==> config.mk <==
export PLATFORM = sky130hd
export DESIGN_NAME = edge_capture_unit
export DESIGN_NICKNAME = d
export VERILOG_FILES = /design/src/rtl/edge_capture_unit.sv
export SDC_FILE = /design/constraint.sdc
export NUM_CORES = 1
export LEC_CHECK = 0
export BUFFER_PORTS_ARGS = -buffer_cell sky130_fd_sc_hd__buf_2
export CELL_PAD_IN_SITES_DETAIL_PLACEMENT = 0
export CELL_PAD_IN_SITES_GLOBAL_PLACEMENT = 1
export CORE_UTILIZATION = 33
export DETAILED_ROUTE_END_ITERATION = 7
export PLACE_DENSITY = 0.81
export SKIP_LAST_GASP = 1
export SYNTH_ARGS = -nofsm -noshare
export SYNTH_HDL_FRONTEND = slang
export SYNTH_SLANG_ARGS = --single-unit
==> constraint.sdc <==
create_clock -name clk -period 1.1 [get_ports clk]
set_input_delay 0.165 -clock clk [delete_from_list [all_inputs] [get_ports clk]]
set_output_delay 0.165 -clock clk [all_outputs]
set_load 0.01 [all_outputs]
==> src/rtl/edge_capture_unit.sv <==
module edge_capture_unit #(
  parameter int NLINES      = 24,
  parameter int GROUPW      = 8,
  parameter int SYNC_STAGES = 2,
  localparam int NGROUP     = NLINES / GROUPW
) (
  input  logic              clk,
  input  logic              rst_n,
  input  logic [NLINES-1:0] pin_i,
  input  logic [NLINES-1:0] pol_i,
  input  logic [NLINES-1:0] en_i,
  input  logic [NGROUP-1:0] id_wr_i,
  input  logic [NLINES-1:0] id_wdata_i,
  output logic [NLINES-1:0] id_o,
  output logic [NGROUP-1:0] pend_o,
  output logic              irq_o
);

  logic [SYNC_STAGES-1:0][NLINES-1:0] sync_q;
  logic [NLINES-1:0] prev_q, level, hit, clr, id_q;

  always_ff @(posedge clk or negedge rst_n) begin
    if (!rst_n) begin
      sync_q <= '0;
      prev_q <= '0;
    end else begin
      sync_q <= {sync_q[SYNC_STAGES-2:0], pin_i};
      prev_q <= level;
    end
  end

  assign level = sync_q[SYNC_STAGES-1];
  assign hit   = en_i & ((level & ~prev_q & pol_i) | (~level & prev_q & ~pol_i));

  for (genvar g = 0; g < NGROUP; g++) begin : g_byte
    assign clr[g*GROUPW +: GROUPW] = {GROUPW{id_wr_i[g]}} & ~id_wdata_i[g*GROUPW +: GROUPW];
    assign pend_o[g]               = |id_q[g*GROUPW +: GROUPW];
  end

  always_ff @(posedge clk or negedge rst_n) begin
    if (!rst_n) id_q <= '0;
    else        id_q <= (id_q & ~clr) | hit;
  end

  assign id_o  = id_q;
  assign irq_o = |pend_o;

endmodule


==> metrics <==
run status=finished, violations left; failing checks=setup timing; Yosys warning count=0; Die Y=101 um; Clock Pin Slew Worst Setup and Hold Paths=0.09 ns; Mean Syn Cell Area=14.2 um^2; Worst Path Max Fanout=2; initial antenna violation count=0; Vias/cell=4.40; Final TNS setup=-3.73 ns; VDD IR max=0.000907 V; core box area=0.00933 mm^2; global route overflow=0; share of cells above drive strength 1=42.9%; P_leak=2.41 nW; Nets=525; synthesized area=0.00321 mm^2; clock latency on the worst-skew pair=0.35 ns; Root Driver=clkbuf_8; Crit. path cell count=4; final wirelength=7.29 mm; deepest clock path buffer count=2; most frequent cells in the layout=buf_2 (101), dfrtp_1 (96), buf_6 (50); num rows=35; Net Count, Synth=327; Die ar.=0.0101 mm^2; CTS tree=yes; Fmax=532 MHz; Worst Setup Start Kind=flop; pin count of the biggest net entering global routing=31; Critical path buffers and inverters=1; Top-Level Pins=129; Synth area leader=dfrtp_1; antenna viol nets, final=0; first-pass GRT wire length=11.2 mm; dpl ws=-0.497 ns; Slew Limit Headroom=76.5%; number of cells on the worst hold path=2; Iteration-0 DRC Markers=40; post-DP HPWL=5.19 mm; Final setup viols=27; Final Hold Fails=0; TritonCTS buffer count=9; DR pass1 iterations=4; routed via count=2,456; WL/cell=13.1 um; Worst Max-Slew Pin Slew=0.352 ns; Worst EP required=0.94 ns; commonest non-fill, non-tap cell in the layout=buf_2; Initial Utilization=34.4%; Cell Pwr Density=1510 mW/mm^2; Area contributors post-synth=dfrtp_1 (75%), nand2b_1 (9.4%), a22o_1 (6.3%); Worst R2R Path Depth=3; Max Clock Skew=0.0109 ns; worst path arrival time=1.72 ns; area grow syn2layout=57.5%; register area share after synthesis=74.9%; vias in the first global route=2,419; antenna cells=0; Num Clock Sinks=96; gr usage total=14.7%; kind of critical path=reg2out; CP top delay family=simple AND/OR/NAND/NOR gates; RSZ-0062 raised after global routing=true; Die Width=101 um; Worst R2R Setup Slack=0.11 ns; CP peak stage delay=0.40 ns; Worst Setup End Kind=primary output; Yosys top cell area share=74.9%; Pins Over Slew Limit=0; hold_ws=0.0372 ns; count of input and output buffers=128; Remaining DRCs=0; final total power=7.63 mW; fin crit share=171%; Crit-path slowest cell=dfrtp_1; placer congestion estimate=0.728; #FFs+latches synth=96; worst hold path class=in2reg; Syn Inst Count=226; worst-path cell chain=nor4_2 -> nand2_1 -> or3_4 -> buf_6; Max-cap violations=0; htree depth=3; Tmin final=1.88 ns; Netlist cell types=8; Setup WS post-layout=-0.781 ns
## where the power goes
group / internal [mW] / switching (mW)
sequential: 3.79 / 0.182
combinational: 0.899 / 0.501
clock: 1.12 / 1.14
## worst register-to-register path: stages, from the launching register on
cell and delay, ns:
dfrtp_1 0.44, buf_6 0.14, buf_4 0.12, a22o_1 0.19
## final cells by class
class / count / area, um^2
Clock buffer: 12 / 145
Clock inverter: 4 / 53.8
Fill cell: 812 / 4270
Multi-Input combinational cell: 130 / 855
Sequential cell: 96 / 2400
Tap cell: 129 / 161
Timing Repair Buffer: 187 / 1440
## final timing paths
check,from,endpoint
max in group asynchronous,rst_n,prev_q[8]$_DFF_PN0_
hold / removal,en_i[14],id_o[14]$_DFF_PN0_
hold reg to reg,sync_q[9]$_DFF_PN0_,level[9]$_DFF_PN0_
setup / recovery,id_o[4]$_DFF_PN0_,irq_o
setup reg to reg,id_o[12]$_DFF_PN0_,id_o[12]$_DFF_PN0_
min in group asynchronous,rst_n,sync_q[10]$_DFF_PN0_
## state kept, by name, indices dropped and copies added (netlist names)
register,flops
prev_q,24
level,24
id_o,24
sync_q,24
## cell families after synthesis
kind of cell / count (synthesis) / share of synthesized area (%)
AO/OA/AOI/OAI: 48 / 11.3
flip-flops: 96 / 74.9
AND/OR/NAND/NOR: 82 / 13.9
## synth_stat cells
library cell	count
a22o_1	23
a22o_2	1
nor4_1	6
dfrtp_1	96
nand2_1	27
nand2b_1	48
or3_1	1
o22ai_1	24
## through the flow
step / util [%] / instances / cell area [um^2]
2_1_floorplan: - / 226 / 3210
3_3_place_gp: 45.7 / 510 / 4260
3_5_place_dp: 45.7 / 510 / 4260
4_1_cts: 53.4 / 553 / 4980
5_1_grt: 54.2 / 558 / 5060
6_report: 54.2 / 558 / 5060
## metal layers
metal / part of all wire, % / vias up / global-route usage [%]
met2: 50 / 78 / 24.4
met4: 1.3 / 0 / 4.35
met1: 44 / 1176 / 18.7
met3: 4.6 / 9 / 4.23
li1: - / 1193 / -
met5: 0 / - / 0
## what timing repair did
action,4_1_cts,5_1_grt
buffers inserted,8,8
setup endpoints to repair,27,28
pin swaps,5,2
resized for setup,52,9
hold buffers,25,0
hold endpoints to repair,45,0
Note: power is estimated with default switching activity, not from simulation.
